`config.mk`:
```
export PLATFORM = sky130hd
export DESIGN_NAME = spi_desc_chain_seq
export DESIGN_NICKNAME = d
export VERILOG_FILES = /design/src/rtl/spi_desc_seq_pkg.sv /design/src/rtl/seq_regs.sv /design/src/rtl/seq_fetch.sv /design/src/rtl/spi_desc_chain_seq.sv
export SDC_FILE = /design/constraint.sdc
export NUM_CORES = 1
export LEC_CHECK = 0
export ABC_AREA = 0
export BUFFER_PORTS_ARGS = -buffer_cell sky130_fd_sc_hd__buf_2
export CAP_MARGIN = 0
export CORE_MARGIN = 2
export CORE_UTILIZATION = 50
export DETAILED_ROUTE_END_ITERATION = 6
export PLACE_DENSITY_LB_ADDON = 0.08
export SYNTH_ARGS = -nofsm -noshare
export SYNTH_HDL_FRONTEND = slang
export SYNTH_SLANG_ARGS = --single-unit
```
`constraint.sdc`:
```
create_clock -name clk -period 6.75 [get_ports clk]
set_input_delay 1.35 -clock clk [delete_from_list [all_inputs] [get_ports clk]]
set_output_delay 1.35 -clock clk [all_outputs]
set_load 0.005 [all_outputs]
```
`src/rtl/spi_desc_seq_pkg.sv`:
```
package spi_desc_seq_pkg;
  localparam int PTR_W      = 64;
  localparam int WORD_W     = 32;
  localparam int DESC_WORDS = 6;
  localparam int DESC_BYTES = DESC_WORDS * (WORD_W / 8);
  localparam int WIDX_W     = $clog2(DESC_WORDS);
  localparam int STS_W      = 12;

  localparam logic [7:0] OFF_OWN    = 8'h00;
  localparam logic [7:0] OFF_TRIG   = 8'h04;
  localparam logic [7:0] OFF_LIST_L = 8'h20;
  localparam logic [7:0] OFF_LIST_H = 8'h24;
  localparam logic [7:0] OFF_CUR_L  = 8'h28;
  localparam logic [7:0] OFF_CUR_H  = 8'h2C;
  localparam logic [7:0] OFF_STS    = 8'h30;
  localparam logic [7:0] OFF_IEN    = 8'h34;

  localparam int BIT_PENDING = 31;
  localparam int BIT_LAST    = 30;
  localparam int BIT_TRIG_RISE = 6;
  localparam int BIT_TRIG_FALL = 7;
  localparam int STS_DESC_ERR  = 8;
  localparam int STS_FREE      = 9;
  localparam int STS_DESC_DONE = 10;
  localparam int STS_RUN_DONE  = 11;

  typedef enum logic [1:0] {SQ_IDLE, SQ_FETCH, SQ_RUN} sq_state_e;

  function automatic logic [PTR_W-1:0] word_addr(input logic [PTR_W-1:0] base,
                                                 input logic [WIDX_W-1:0] idx);
    return base + PTR_W'({idx, 2'b00});
  endfunction

  function automatic logic [PTR_W-1:0] next_desc(input logic [PTR_W-1:0] base);
    return base + PTR_W'(DESC_BYTES);
  endfunction
endpackage

```
`src/rtl/seq_regs.sv`:
```
module seq_regs
  import spi_desc_seq_pkg::*;
#(
  parameter int REG_AW = 8
) (
  input  logic              clk,
  input  logic              rst_n,
  input  logic              reg_wr,
  input  logic [REG_AW-1:0] reg_addr,
  input  logic [WORD_W-1:0] reg_wdata,
  output logic [WORD_W-1:0] reg_rdata,
  input  logic              sync_in,
  input  logic              busy,
  input  logic [PTR_W-1:0]  cur_ptr,
  input  logic              evt_desc_done,
  input  logic              evt_run_done,
  input  logic              evt_fetch_err,
  output logic              start_req,
  output logic              abort_req,
  output logic [PTR_W-1:0]  start_ptr,
  output logic              irq
);
  logic              own_q;
  logic [WORD_W-1:0] trig_q, list_l_q, list_h_q;
  logic [STS_W-1:0]  sts_q, ien_q, sts_set, sts_clr;
  logic              sync_q, sync_rise, sync_fall, hw_start;
  logic              wr_own, wr_trig, wr_ll, wr_lh, wr_sts, wr_ien, sw_start;

  assign wr_own  = reg_wr && (reg_addr == REG_AW'(OFF_OWN));
  assign wr_trig = reg_wr && (reg_addr == REG_AW'(OFF_TRIG));
  assign wr_ll   = reg_wr && (reg_addr == REG_AW'(OFF_LIST_L));
  assign wr_lh   = reg_wr && (reg_addr == REG_AW'(OFF_LIST_H));
  assign wr_sts  = reg_wr && (reg_addr == REG_AW'(OFF_STS));
  assign wr_ien  = reg_wr && (reg_addr == REG_AW'(OFF_IEN));

  assign sync_rise = sync_in && !sync_q;
  assign sync_fall = !sync_in && sync_q;
  assign hw_start  = !busy && ((trig_q[BIT_TRIG_RISE] && sync_rise) ||
                               (trig_q[BIT_TRIG_FALL] && sync_fall));
  assign sw_start  = !busy && wr_lh && reg_wdata[BIT_PENDING];
  assign start_req = sw_start || hw_start;
  assign abort_req = busy && wr_lh && (reg_wdata == '0);
  assign start_ptr = sw_start ? {1'b0, reg_wdata[30:0], list_l_q}
                              : {1'b0, list_h_q[30:0], list_l_q};

  always_comb begin
    sts_set = '0;
    sts_set[STS_DESC_ERR]  = evt_fetch_err;
    sts_set[STS_FREE]      = evt_fetch_err || evt_run_done;
    sts_set[STS_DESC_DONE] = evt_desc_done;
    sts_set[STS_RUN_DONE]  = evt_run_done;
    sts_clr = wr_sts ? reg_wdata[STS_W-1:0] : '0;
  end

  always_ff @(posedge clk or negedge rst_n) begin
    if (!rst_n) begin
      own_q    <= 1'b1;
      trig_q   <= '0;
      list_l_q <= '0;
      list_h_q <= '0;
      sts_q    <= '0;
      ien_q    <= '0;
      sync_q   <= 1'b0;
    end else begin
      sync_q <= sync_in;
      sts_q  <= (sts_q & ~sts_clr) | sts_set;
      if (wr_own)  own_q    <= reg_wdata[0];
      if (wr_trig) trig_q   <= reg_wdata;
      if (wr_ll)   list_l_q <= reg_wdata;
      if (wr_lh)   list_h_q <= reg_wdata;
      if (wr_ien)  ien_q    <= reg_wdata[STS_W-1:0];
    end
  end

  assign irq = |(sts_q & ien_q);

  always_comb begin
    reg_rdata = '0;
    case (reg_addr)
      REG_AW'(OFF_OWN):    reg_rdata = {31'd0, own_q};
      REG_AW'(OFF_TRIG):   reg_rdata = trig_q;
      REG_AW'(OFF_LIST_L): reg_rdata = list_l_q;
      REG_AW'(OFF_LIST_H): reg_rdata = {busy, list_h_q[30:0]};
      REG_AW'(OFF_CUR_L):  reg_rdata = cur_ptr[31:0];
      REG_AW'(OFF_CUR_H):  reg_rdata = cur_ptr[63:32];
      REG_AW'(OFF_STS):    reg_rdata = WORD_W'(sts_q);
      REG_AW'(OFF_IEN):    reg_rdata = WORD_W'(ien_q);
      default:             reg_rdata = '0;
    endcase
  end
endmodule

```
`src/rtl/seq_fetch.sv`:
```
module seq_fetch
  import spi_desc_seq_pkg::*;
(
  input  logic              clk,
  input  logic              rst_n,
  input  logic              start_req,
  input  logic              abort_req,
  input  logic [PTR_W-1:0]  start_ptr,
  output logic              mem_req,
  output logic [PTR_W-1:0]  mem_addr,
  input  logic              mem_rvalid,
  input  logic [WORD_W-1:0] mem_rdata,
  input  logic              mem_rerr,
  output logic              eng_start,
  output logic [WORD_W-1:0] eng_cfg,
  output logic [WORD_W-1:0] eng_bus,
  output logic [PTR_W-1:0]  eng_tx_addr,
  output logic [PTR_W-1:0]  eng_rx_addr,
  input  logic              eng_done,
  output logic              busy,
  output logic [PTR_W-1:0]  cur_ptr,
  output logic              evt_desc_done,
  output logic              evt_run_done,
  output logic              evt_fetch_err,
  output logic              evt_abort,
  output logic              evt_advance
);
  sq_state_e          state_q;
  logic [PTR_W-1:0]   base_q;
  logic [WIDX_W-1:0]  widx_q;
  logic [WORD_W-1:0]  dword_q [DESC_WORDS];
  logic               take_word, last_word;

  assign busy      = (state_q != SQ_IDLE);
  assign mem_req   = (state_q == SQ_FETCH);
  assign mem_addr  = word_addr(base_q, widx_q);
  assign cur_ptr   = base_q;
  assign evt_abort = busy && abort_req;
  assign take_word = mem_req && mem_rvalid && !mem_rerr && !abort_req;
  assign last_word = (widx_q == WIDX_W'(DESC_WORDS - 1));

  assign evt_fetch_err = mem_req && mem_rvalid && mem_rerr && !abort_req;
  assign evt_desc_done = (state_q == SQ_RUN) && eng_done && !abort_req;
  assign evt_run_done  = evt_desc_done && dword_q[0][BIT_LAST];
  assign evt_advance   = evt_desc_done && !dword_q[0][BIT_LAST];

  generate
    for (genvar g = 0; g < DESC_WORDS; g++) begin : g_word
      always_ff @(posedge clk or negedge rst_n) begin
        if (!rst_n)                                      dword_q[g] <= '0;
        else if (take_word && widx_q == WIDX_W'(g))      dword_q[g] <= mem_rdata;
      end
    end
  endgenerate

  assign eng_cfg     = dword_q[0];
  assign eng_bus     = dword_q[1];
  assign eng_tx_addr = {dword_q[3], dword_q[2]};
  assign eng_rx_addr = {dword_q[5], dword_q[4]};

  always_ff @(posedge clk or negedge rst_n) begin
    if (!rst_n) begin
      state_q   <= SQ_IDLE;
      base_q    <= '0;
      widx_q    <= '0;
      eng_start <= 1'b0;
    end else begin
      eng_start <= 1'b0;
      case (state_q)
        SQ_IDLE: if (start_req) begin
          base_q  <= start_ptr;
          widx_q  <= '0;
          state_q <= SQ_FETCH;
        end
        SQ_FETCH: begin
          if (evt_abort || evt_fetch_err) begin
            state_q <= SQ_IDLE;
          end else if (take_word) begin
            if (last_word) begin
              state_q   <= SQ_RUN;
              eng_start <= 1'b1;
            end else begin
              widx_q <= widx_q + 1'b1;
            end
          end
        end
        SQ_RUN: begin
          if (evt_abort || evt_run_done) begin
            state_q <= SQ_IDLE;
          end else if (evt_advance) begin
            base_q  <= next_desc(base_q);
            widx_q  <= '0;
            state_q <= SQ_FETCH;
          end
        end
        default: state_q <= SQ_IDLE;
      endcase
    end
  end
endmodule

```
`src/rtl/spi_desc_chain_seq.sv`:
```
module spi_desc_chain_seq
  import spi_desc_seq_pkg::*;
#(
  parameter int REG_AW = 8
) (
  input  logic              clk,
  input  logic              rst_n,
  input  logic              reg_wr,
  input  logic [REG_AW-1:0] reg_addr,
  input  logic [31:0]       reg_wdata,
  output logic [31:0]       reg_rdata,
  input  logic              sync_in,
  output logic              mem_req,
  output logic [63:0]       mem_addr,
  input  logic              mem_rvalid,
  input  logic [31:0]       mem_rdata,
  input  logic              mem_rerr,
  output logic              eng_start,
  output logic [31:0]       eng_cfg,
  output logic [31:0]       eng_bus,
  output logic [63:0]       eng_tx_addr,
  output logic [63:0]       eng_rx_addr,
  input  logic              eng_done,
  output logic              irq
);
  logic             busy_w, start_req_w, abort_req_w;
  logic [PTR_W-1:0] start_ptr_w, cur_ptr_w;
  logic             evt_desc_done, evt_run_done, evt_fetch_err, evt_abort, evt_advance;

  seq_regs #(.REG_AW(REG_AW)) u_regs (
    .clk(clk), .rst_n(rst_n), .reg_wr(reg_wr), .reg_addr(reg_addr),
    .reg_wdata(reg_wdata), .reg_rdata(reg_rdata), .sync_in(sync_in),
    .busy(busy_w), .cur_ptr(cur_ptr_w), .evt_desc_done(evt_desc_done),
    .evt_run_done(evt_run_done), .evt_fetch_err(evt_fetch_err),
    .start_req(start_req_w), .abort_req(abort_req_w),
    .start_ptr(start_ptr_w), .irq(irq)
  );

  seq_fetch u_fetch (
    .clk(clk), .rst_n(rst_n), .start_req(start_req_w), .abort_req(abort_req_w),
    .start_ptr(start_ptr_w), .mem_req(mem_req), .mem_addr(mem_addr),
    .mem_rvalid(mem_rvalid), .mem_rdata(mem_rdata), .mem_rerr(mem_rerr),
    .eng_start(eng_start), .eng_cfg(eng_cfg), .eng_bus(eng_bus),
    .eng_tx_addr(eng_tx_addr), .eng_rx_addr(eng_rx_addr), .eng_done(eng_done),
    .busy(busy_w), .cur_ptr(cur_ptr_w), .evt_desc_done(evt_desc_done),
    .evt_run_done(evt_run_done), .evt_fetch_err(evt_fetch_err),
    .evt_abort(evt_abort), .evt_advance(evt_advance)
  );
endmodule

```
# Word level (Yosys, flattened, before mapping)
# Cells that the tools add are included.
# totals
ff_bits	383
inputBits	79
out_inout_bits	291
elab_cells	125
# classes
n_addsub	3
n_eq_ne	23
muxes	25
bitwise	4
n_reduce_logical	53
# op_table
operator	count
one-hot mux 32 bit (8 select lines)	1
2-to-1 mux 64 bit	3
one-hot mux 64 bit (2 select lines)	1
adder 64 x 5 -> 64 bit	1
adder 64 x 5 -> 64 bit, second input constant	1
2-to-1 mux 63 bit	1
== test 8 x 6 -> 1 bit, second input constant	6
zero test 32 bit	1
logical AND 1 bit	31
AND 12 bit	2
2-to-1 mux 3 bit	6
2-to-1 mux 12 bit	1
2-to-1 mux 2 bit	6
inequality test 2 bit, second input constant	6
NOT 12 bit	1
OR 12 bit	1
OR reduction 12 bit	1
inequality test 3 bit, second input constant	3
one-hot mux 3 bit (3 select lines)	1
== test 8 x 3 -> 1 bit, second input constant	1
zero test 8 bit	1
AND reduction 4 bit	2
AND reduction 7 bit	1
== test 3 x 2 -> 1 bit, second input constant	2
other kinds (13)	27

# Logic depth before layout (Yosys ltp)
# Gate-level depths: netlist of run 1.
# depth
ltp_word	10
ltp_mapped	12
ltp_nobuf	8

# By module
# A second synthesis of run 1 with hierarchy kept.
# hier_totals
hier_cells	1763
hier_area_um2	20058.0
# modules_own_cells
module	n_inst	cells_each	area_per_inst_um2	seq_area_each_um2
seq_fetch	1	1210	13387.8	6556.3
seq_regs	1	553	6670.1	3029.2

# Worst setup path after synthesis of run 1
# No wires, ideal clock.
# synth_timing
kind	input -> output
start	in reg_addr[4]
end	out reg_rdata[11]
arrival_time_ps	3203
t_required_ps	5400
slack_ps	2197
stages	7
n_path_buf	2
path_cell_list	or4b_1 -> clkbuf_1 -> or4b_2 -> clkbuf_1 -> o21ai_0 -> a221oi_1 -> nand2_1
# synth_via
elab_chain_len	2
word_cells_on_any_way	9
cone_classes	eq/ne: 7; mux: 1; reduce/logical: 1
# synth_lines
element	line	rtl
from (decl)	spi_desc_chain_seq.sv:9	input logic [REG_AW-1:0] reg_addr,
== test 8 x 6 -> 1 bit, or another cell as far along	seq_regs.sv:79	case (reg_addr)
one-hot mux 32 bit (8 select lines) *	seq_regs.sv:79	
to (decl)	spi_desc_chain_seq.sv:11	output logic [31:0] reg_rdata,
# Mark *: on every way between the ends. The rest lies on a longest branch, timed or not.

# Final worst setup path of run 1
# layout_timing
start	reg u_fetch.base_q[3] (netlist: u_fetch.cur_ptr[3])
end	out mem_addr[41]
# layout_via
elab_chain_len	1
# layout_lines
element	line	rtl
from (decl)	seq_fetch.sv:29	logic [PTR_W-1:0] base_q;
from (signal assigned)	seq_fetch.sv:71	base_q <= start_ptr;
from (signal assigned)	seq_fetch.sv:91	base_q <= next_desc(base_q);
adder 64 x 5 -> 64 bit	spi_desc_seq_pkg.sv:31	return base + PTR_W'({idx, 2'b00});
to (decl)	spi_desc_chain_seq.sv:14	output logic [63:0] mem_addr,
# Every way passes these cells.

==> run metrics, run 1 <==
RSZ-0062 raised after global routing=false; final critical-path required period=around 5.2 ns; IO Count=370; critical path arrival=3.90 ns; Fillers=between 3,000 and 4,000; register bit total from synthesis=383; Rel. slew slack=about a quarter; HP Class=reg2reg; top post-synthesis cells by area=dfrtp_1 50%, mux2_1 9.7%, mux2_2 8.3%, mux2i_1 2.6%, nand2_1 2.5%; sequential share of power=~46%; Synth Instances=around 1,700; post-route ant nets=0; FMAX=around 190 MHz; Iteration-0 DRC Markers=1,291; cell accounting for the most synthesized area=dfrtp_1; Int Pwr=about 0.0047 W; share of layout cells above drive strength 1=30.41%; Die Height=199.8 µm; top cell type's share of synthesized area=between 40% and 50%; Yosys warning count=0; fin nets=around 2,100; drt wl/cell=~25 µm; GRT Residual Overflow=0; NetSw=0.002577 W; Max Root-Sink Buffers=3; worst-path maximum fanout=7; GP Congestion=approximately 0.95; Clock Skew=about 0.022 ns; Chip Width=approximately 200 µm; drt total wl=between 60,000 and 70,000 µm; count of cell types in the netlist=66; Max-Cap Viols=0; Post-synth EDFFs=0; design area=between 20,000 and 25,000 µm²; status=finished clean; CTS tree=yes; Synth async-reset ratio=100.0%; top_reg_cell synth=dfrtp_1; Logic pwr share=between 20% and 30%; Clk pwr share=30.9%; Final Max Slew Viols=0; most frequent cells after synthesis=382 x dfrtp_1, 166 x mux2_1, 142 x mux2_2; Tot Pwr=~0.0073 W; largest net degree at the start of global routing=between 150 and 200; Seq/Total Area, Yosys=roughly half; htree depth=2; DR pass1 iterations=5; setup TNS=0 ns; worst path required time=between 5 and 6 ns; number of global-route vias before repair=roughly 15,000; DR vias=15,710; first-pass GRT wire length=approximately 97,000 µm; drc violations=0; clk root buf=clkbuf_16; post-synth net total=1,808; Core Rows=slightly above 70; Fin. Hold Viols=0; most common cell in the netlist=dfrtp_1; Worst Max-Slew Pin Slew=between 1 and 1.5 ns; Placed Area=around 21,000 µm²; Via-to-Cell Ratio=6.126; period utilisation layout=77.76%; Cell Area, Synth=~19,000 µm²; post-DP HPWL=approximately 47,000 µm; CTS clk-pin slew, worst paths=around 0.060 ns; Crit Path Class=reg2out; PD cells=321.6 nW/µm²; post-CTS sizing=0; worst-skew pair later-pin latency=about 0.6 ns; Core Region=between 30,000 and 40,000 µm²; P&R area growth vs syn=18.27%; post-CTS setup buffer count=0; Port Buffers=around 370; CTS Buf Count=43; Leak=11.28 nW; Final Setup Violations=0; fin util=between 60% and 70%; # hold bufs at CTS=0; aggregate global-route resource usage=between 30% and 40%; antenna violations before repair=0; Syn Area/Cell=around 11 µm²; Startpoint Class=flop; CTS sink count=around 380; Initial Util=roughly 51%; CP endpoint kind=output port; Die Area=between 30,000 and 40,000 µm²; Sw Share=a little over a third; reg-to-reg setup timing slack=3.45 ns; Worst VDD drop=roughly 0.25 mV
cell usage in the layout (no fill, tap or decap), types with 7 or more instances in the layout:
cell type / instances
nand2_1: 129
o2bb2ai_1: 7
or4_1: 7
a32o_1: 9
and3_1: 8
buf_2: 368
clkbuf_8: 7
nor2_1: 77
mux2_1: 166
ha_1: 9
nand4_1: 44
xnor2_1: 34
a21oi_1: 95
a221oi_1: 7
nor4_1: 26
o22ai_1: 12
a22oi_1: 23
clkbuf_1: 11
mux2_2: 142
clkbuf_16: 43
or3_1: 15
nor3_1: 25
and2_1: 7
o21ai_0: 64
and4_1: 10
a221o_1: 20
o22a_1: 11
a22o_1: 7
dfrtp_1: 382
buf_4: 21
a21boi_0: 8
a32oi_1: 10
xor2_1: 26
clkinv_2: 8
mux2i_1: 49
inv_1: 24
nand3_1: 52
state kept, by name, summed over array words and instances (netlist names):
| register | flops |
|---|---|
| u_fetch.cur_ptr | 64 |
| u_regs.ien_q | 12 |
| u_fetch.widx_q | 3 |
| u_fetch.eng_tx_addr | 64 |
| u_fetch.state_q | 2 |
| u_regs.sync_q | 1 |
| u_regs.sts_q | 12 |
| u_regs.trig_q | 32 |
| u_fetch.eng_start | 1 |
| u_regs.list_h_q | 31 |
| u_fetch.eng_bus | 32 |
| u_fetch.eng_rx_addr | 64 |
| u_regs.own_q | 1 |
| u_fetch.eng_cfg | 32 |
| u_regs.list_l_q | 32 |
power groups by stage:
stage / combinational, W / clock [W] / sequential [W]
2_1_floorplan: 0.00106 / 0 / 0.00298
3_3_place_gp: 0.00168 / 0 / 0.00334
6_report: 0.00170 / 0.00225 / 0.00334
4_1_cts: 0.00171 / 0.00228 / 0.00332
5_1_grt: 0.00186 / 0.00239 / 0.00339
3_5_place_dp: 0.00170 / 0 / 0.00335
layer usage:
metal	vias up	wire (µm)	track usage, %
met1	7953	27570	44.28
li1	6921	-	-
met5	-	0	0
met2	717	29240	50.41
met3	117	5680	7.241
met4	0	2122	11.50
worst max-delay path, stage by stage, from the launching register on:
cell	delay (ns)
dfrtp_1	0.48
ha_1	0.33
a21o_1	0.10
a21oi_1	0.15
or4_1	0.78
nor4_1	0.78
nand3_1	0.18
xnor2_1	0.32
buf_2	0.18
stage by stage:
step                      setup slack, ns  cells  hold slack [ns]
after global routing                1.320   2563           0.4883
final                               1.501   2564           0.4775
after CTS                           1.578   2563           0.4821
after global placement              1.684   2486           0.4614
after detailed placement            1.639   2486           0.4692
after floorplan                     2.197   1719           0.4503
cells by family (layout without fill, tap and decap cells):
family / Yosys count / in the layout / share of synthesized area [%]
buf+inv: 161 / 494 / 3.648
simple gates: 433 / 433 / 11.32
flops: 383 / 383 / 49.99
xor+xnor: 60 / 60 / 2.741
fa+ha+maj: 10 / 10 / 0.6917
other cells: 0 / 1 / 0
mux: 357 / 357 / 20.65
compound gates: 315 / 315 / 10.96
final timing paths:
check,end,cells past startpoint,start
setup / recovery,mem_addr[41],8,u_fetch.cur_ptr[3]
hold / removal,u_fetch.eng_rx_addr[50],1,u_fetch.eng_rx_addr[50]
setup reg to reg,u_fetch.eng_cfg[0],7,u_fetch.state_q[0]
hold reg to reg,u_fetch.eng_rx_addr[50],1,u_fetch.eng_rx_addr[50]
max in group asynchronous,u_fetch.eng_rx_addr[31],2,rst_n
min in group asynchronous,u_regs.trig_q[7],1,rst_n
cell type report:
| class | instances | area (µm²) | area share, % |
|---|---|---|---|
| Clock inverter | 16 | 130.1 | 0.5738 |
| Antenna cell | 1 | 2.502 | 0.01104 |
| Clock buffer | 61 | 1214 | 5.352 |
| Inverter | 24 | 90.09 | 0.3973 |
| Timing Repair Buffer | 393 | 2074 | 9.148 |
| Tap cell | 511 | 639.4 | 2.819 |
| Multi-Input combinational cell | 1175 | 8941 | 39.43 |
| Sequential cell | 383 | 9585 | 42.27 |
No activity file was read; power rests on OpenSTA's default activity.
==> inputs of run 2 (changes only) <==
Clock period 6.75 ns to 4.4 ns, I/O delays scaled along.
==> run 2 against run 1 <==
Die area unchanged. Global-route usage increased by 0.52 points. Register-to-register slack got worse by 2.2 ns. Core utilization up 0.91 points. Clock skew is 0.0028 ns higher. Worst hold slack got worse by 0.11 ns. Non-clock buffer count up 27. Critical path depth is 2 higher. Total power grew 56%. Final area up 1.5%. Critical path type unchanged. Critical endpoint unchanged.
==> run metrics, run 2 (synthesized netlist as in run 1, its figures left out) <==
status=finished clean; first-pass GRT wire length=97,690 µm (+1.1%); Max Root-Sink Buffers=3 (unchanged); Non-Filler Instances=2,589 (+0.98%); Critical R2R Launch=u_fetch.cur_ptr[3]; Fin. Hold Viols=0 (unchanged); Die Area=39,930 µm² (unchanged); RSZ-0062 raised after global routing=false; PD cells=495.4 nW/µm² (+54%); CTS Buf Count=42 (-2.3%); Fillers=3,198 (-1.6%); CTS clk-pin slew, worst paths=0.06 ns (about the same); setup TNS=0 ns (unchanged); FMAX=roughly 240 MHz; HP Class=in2async; Max-Cap Viols=0 (unchanged); post-DP HPWL=48,220 µm (+2.5%); DR vias=15,880 (+1.1%); Final Setup Violations=0 (unchanged); Startpoint Class=flop; Iteration-0 DRC Markers=1,287 (-0.31%); Core Region=37,760 µm² (unchanged); R2R Path End=u_fetch.cur_ptr[49]; multi-input logic area=8955 µm² (+0.15%); aggregate global-route resource usage=32.76% (+0.52 points); Worst VDD drop=0.3106 mV (+26%); GRT Residual Overflow=0 (unchanged); CP endpoint kind=output port; most frequent cells in the layout=382 x dfrtp_1, 368 x buf_2, 166 x mux2_1; Rel. slew slack=33.61% (+8.4 points); commonest non-fill, non-tap cell in the layout=dfrtp_1; Final Max Slew Viols=0 (unchanged); Worst Max-Slew Pin Slew=0.9958 ns (-0.1151 ns); CTS tree=yes; worst path required time=3.52 ns (-1.88 ns); Tot Pwr=0.01140 W (+56%); drt wl/cell=25.24 µm (+0.18%); drc violations=0 (unchanged); clk root buf=clkbuf_16; period utilisation layout=~96%; R2R cell count=9 (+2); Leak=11.49 nW (+1.8%); share of layout cells above drive strength 1=31.38% (+0.97 points); # hold bufs at CTS=0 (unchanged); post-route ant nets=0 (unchanged); Port Buffers=369 (unchanged); P&R area growth vs syn=20.07%; Initial Util=50.78% (unchanged); Post-Place Cells=2,512 (+1.0%); critical path arrival=3.34 ns (-0.56 ns); Core Rows=71 (unchanged); Clock Skew=0.02474 ns (+0.002804 ns); worst-skew pair later-pin latency=0.59 ns (about the same); htree depth=2 (unchanged); CTS sink count=383 (unchanged); final critical-path required period=4.220 ns; number of global-route vias before repair=15,190 (-0.76%); DR pass1 iterations=5 (unchanged); Register Area=9585 µm² (unchanged); Die Height=199.8 µm (unchanged); drt total wl=65,360 µm (+1.2%); antenna violations before repair=1 (+1); Chip Width=199.8 µm (unchanged); fin nets=2,135 (+1.2%); worst-path maximum fanout=7 (unchanged); reg-to-reg setup timing slack=1.27 ns (-2.18 ns); largest net degree at the start of global routing=98 (-41%); ant diodes=0 (-1); Crit Path Class=reg2out; IO Count=370 (unchanged); Via-to-Cell Ratio=6.132 (about the same); GP Congestion=0.9876 (+3.9%)
run 2: how the worst max path moves through the flow:
stage	start	to	slack, ns	depth (start not counted)
3_3_place_gp	reg_addr[4]	reg_rdata[4]	0.44	7
6_report	u_fetch.widx_q[1]	mem_addr[41]	0.18	10
2_1_floorplan	reg_addr[4]	reg_rdata[11]	0.79	7
5_1_grt	u_fetch.widx_q[1]	mem_addr[41]	0.007	10
3_5_place_dp	reg_addr[4]	reg_rdata[16]	0.39	6
4_1_cts	u_fetch.widx_q[1]	mem_addr[41]	0.04	10
run 2: repair_timing:
action,in CTS,in global routing
endpoints found under the setup margin,0,4
buffers inserted,0,1
resized for setup,0,3
run 2: cell type report:
cell class / instances / area share, %
clock buffers: 62 / 5.288
clock inverters: 14 / 0.8478
inverters: 24 / 0.3913
multi-input cells: 1175 / 38.90
flip-flops and latches: 383 / 41.64
well taps: 511 / 2.777
repair buffers: 420 / 10.16
run 2: metal layers:
layer	GRT usage, %	part of all wire, %	vias up
met4	9.684	2.8	2
met3	7.443	9.6	109
met2	51.76	46	818
met5	0	0.020	-
met1	45.28	42	7946
li1	-	-	7002
run 2: power breakdown:
group / switching, W / leakage (nW) / internal, W
Combinational: 0.00150 / 5.66 / 0.00118
Sequential: 0.000969 / 5.13 / 0.00415
Clock: 0.00145 / 0.693 / 0.00216
run 2: critical path, stage by stage, from the launching register on:
cell and delay [ns]:
dfrtp_1 0.45, ha_1 0.30, a21o_1 0.10, a21oi_1 0.06
buf_4 0.15, or4_4 0.61, nor4_1 0.32, buf_4 0.20
nand3_1 0.10, xnor2_1 0.28, buf_2 0.17
run 2: per-stage QoR:
stage | hold WS, ns | setup WS (ns) | utilization [%] | cell area (µm²)
global route | 0.4136 | 0.006743 | 60.98 | 23020
CTS | 0.3868 | 0.03869 | 60.92 | 23000
finish | 0.3679 | 0.1805 | 60.98 | 23020
floorplan | 0.4503 | 0.7867 | - | 19170
detailed placement | 0.4692 | 0.3877 | 57.18 | 21590
global placement | 0.4613 | 0.4387 | 57.18 | 21590
==> inputs of run 3 (changes only) <==
Settings changed: CORE_UTILIZATION 50 to 56.
Clock period 4.4 ns to 4.2 ns, I/O delays scaled along.
==> run 3 against run 2 <==
Core utilization up 7.3 points. Clock-buffer cell count shrank 3. Die area fell by 11%. Global-route usage increased by 3.3 points. Setup slack worse by 0.14 ns. Sequential share of layout area is 0.12 points higher. Clock skew fell by 0.014 ns. Final cell count shrank 2.2%. Worst hold slack lost 0.10 ns. Critical path type unchanged. Largest power group unchanged. Highest routed layer is now met4.
==> run metrics, run 3 (synthesized netlist as in run 1, its figures left out) <==
status=finished clean; share of layout cells above drive strength 1=31.88% (+0.50 points); R2R Path End=u_fetch.cur_ptr[49]; drc violations=0 (unchanged); drt total wl=65,280 µm (-0.12%); routed wl met2=30,120 µm (about the same); fin nets=2,142 (+0.33%); CP endpoint kind=output port; Slowest-stage cell, CP=dfrtp_1; number of global-route vias before repair=15,530 (+2.2%); Chip Width=189.0 µm (-5.4%); fin util=68.29% (+7.3 points); CTS tree=yes; critical path arrival=3.32 ns (-0.02 ns); HP Class=in2async; first-pass GRT wire length=98,410 µm (+0.74%); Die Height=189.0 µm (-5.4%); aggregate global-route resource usage=36.01% (+3.3 points); drt wl/cell=25.77 µm (+2.1%); period utilisation layout=between 90% and 100%; max layer used=met4; Final Setup Violations=0 (unchanged); post-route ant nets=0 (unchanged); Core Rows=67 (-5.6%); Clock Skew=0.01062 ns (-0.01412 ns); Iteration-0 DRC Markers=1,506 (+17%); Port Buffers=369 (unchanged); post-DP HPWL=47,000 µm (-2.5%); Crit Path Class=reg2out; Leak=11.51 nW (+0.22%); Core Region=33,620 µm² (-11%); Critical R2R Launch=u_fetch.cur_ptr[3]; Startpoint Class=flop; Fin. Hold Viols=0 (unchanged); P&R area growth vs syn=19.73%; Placed Area=21,520 µm² (-0.33%); Register Area=9585 µm² (unchanged); FMAX=between 200 and 250 MHz; design area=22,960 µm² (-0.28%); routed wl met3=5877 µm (-6.1%); worst path required time=3.36 ns (-0.16 ns); Via-to-Cell Ratio=6.421 (+4.7%); Worst Max-Slew Pin Slew=1.086 ns (+0.09034 ns); CP most frequent cell=nand4_1; PD cells=519.0 nW/µm² (+4.8%); IO Count=370 (unchanged); Worst VDD drop=0.3128 mV (+0.70%); htree depth=2 (unchanged); GRT Residual Overflow=0 (unchanged); crit-path max cell delay=0.45 ns (-0.16 ns); Max-Cap Viols=0 (unchanged); GP Congestion=0.9852 (-0.24%); DR vias=16,270 (+2.4%); antenna violations before repair=2 (+1); Tot Pwr=0.01191 W (+4.5%); reg-to-reg setup timing slack=0.86 ns (-0.41 ns); # hold bufs at CTS=0 (unchanged); largest net degree at the start of global routing=98 (unchanged); multi-input logic area=8974 µm² (+0.21%); CTS clk-pin slew, worst paths=0.06 ns (about the same); M1 wire length=27,050 µm (-0.32%); Hold Slack=0.2679 ns (-0.09998 ns); final critical-path required period=between 4 and 5 ns; Initial Util=57.04% (+6.3 points); CTS sink count=383 (unchanged); Max Root-Sink Buffers=3 (unchanged); most frequent cells in the layout=382 x dfrtp_1, 368 x buf_2, 166 x mux2_1; worst-skew pair later-pin latency=0.55 ns (-0.04 ns); Final Max Slew Viols=0 (unchanged); Die Area=35,730 µm² (-11%); clk root buf=clkbuf_16; Rel. slew slack=26.92% (-6.7 points); critical-path cell list=ha_1, fa_1, a21o_1, nand4_1, nor4b_2, buf_4, and2_1, nand4_1, xnor2_1, buf_2; Fillers=2,646 (-17%); R2R cell count=8 (-1); commonest non-fill, non-tap cell in the layout=dfrtp_1; DR pass1 iterations=5 (unchanged); CTS Buf Count=41 (-2.4%); worst-path maximum fanout=5 (-2)
run 3: layout make-up:
type	count	share of cell area [%]
clock inverter	14	0.7194
sequential	383	41.75
antenna	2	0.02180
tap	448	2.442
inverter	24	0.3924
clock buffer	59	5.292
multi-input combinational	1175	39.09
timing repair buffer	428	10.29
run 3: worst max path at each step:
stage | startpoint | to | slack [ns] | depth (start not counted)
2_1_floorplan | reg_addr[4] | reg_rdata[11] | 0.67 | 7
6_report | u_fetch.widx_q[0] | mem_addr[48] | 0.04 | 10
4_1_cts | u_fetch.cur_ptr[3] | mem_addr[41] | 0.02 | 9
5_1_grt | u_fetch.widx_q[0] | mem_addr[48] | -0.05 | 10
3_3_place_gp | reg_addr[4] | reg_rdata[11] | 0.35 | 7
3_5_place_dp | reg_addr[4] | reg_rdata[19] | 0.28 | 6
run 3: through the flow:
| step | worst slack [ns] | TNS (ns) | std cells |
|---|---|---|---|
| 6_report | 0.04366 | 0 | 2533 |
| 5_1_grt | -0.04751 | -0.04751 | 2533 |
| 2_1_floorplan | 0.6667 | 0 | 1719 |
| 3_5_place_dp | 0.2763 | 0 | 2456 |
| 3_3_place_gp | 0.3504 | 0 | 2456 |
| 4_1_cts | 0.01925 | 0 | 2530 |
run 3: repair_timing:
| item | in CTS | in global routing |
|---|---|---|
| setup endpoints to repair | 4 | 4 |
| buffers inserted | 1 | 1 |
| pin swaps | 1 | 2 |
| gates cloned | 0 | 0 |
| gates resized for setup | 2 | 5 |
| endpoints found under the hold margin | 0 | 0 |
run 3: layer usage:
layer  GRT usage, %  vias to the layer above
li1               -                     6976
met1          50.53                     8251
met2          56.69                      904
met3          6.506                      134
met4          12.38                        0
met5              0                        -
run 3: where the power goes:
group	internal [W]	switching, W
Sequential	0.00435	0.000975
Combinational	0.00127	0.00162
Clock	0.00220	0.00151
run 3: worst max-delay path: cells and delay by family (launching register included):
family / cells / cell delay [ns]
DFF: 1 / 0.45
AOI/OAI and AO/OA: 1 / 0.21
adders and majority gates: 2 / 0.46
and+or+nand+nor: 4 / 0.90
buffers and inverters: 2 / 0.42
xor gates and xnor gates: 1 / 0.32
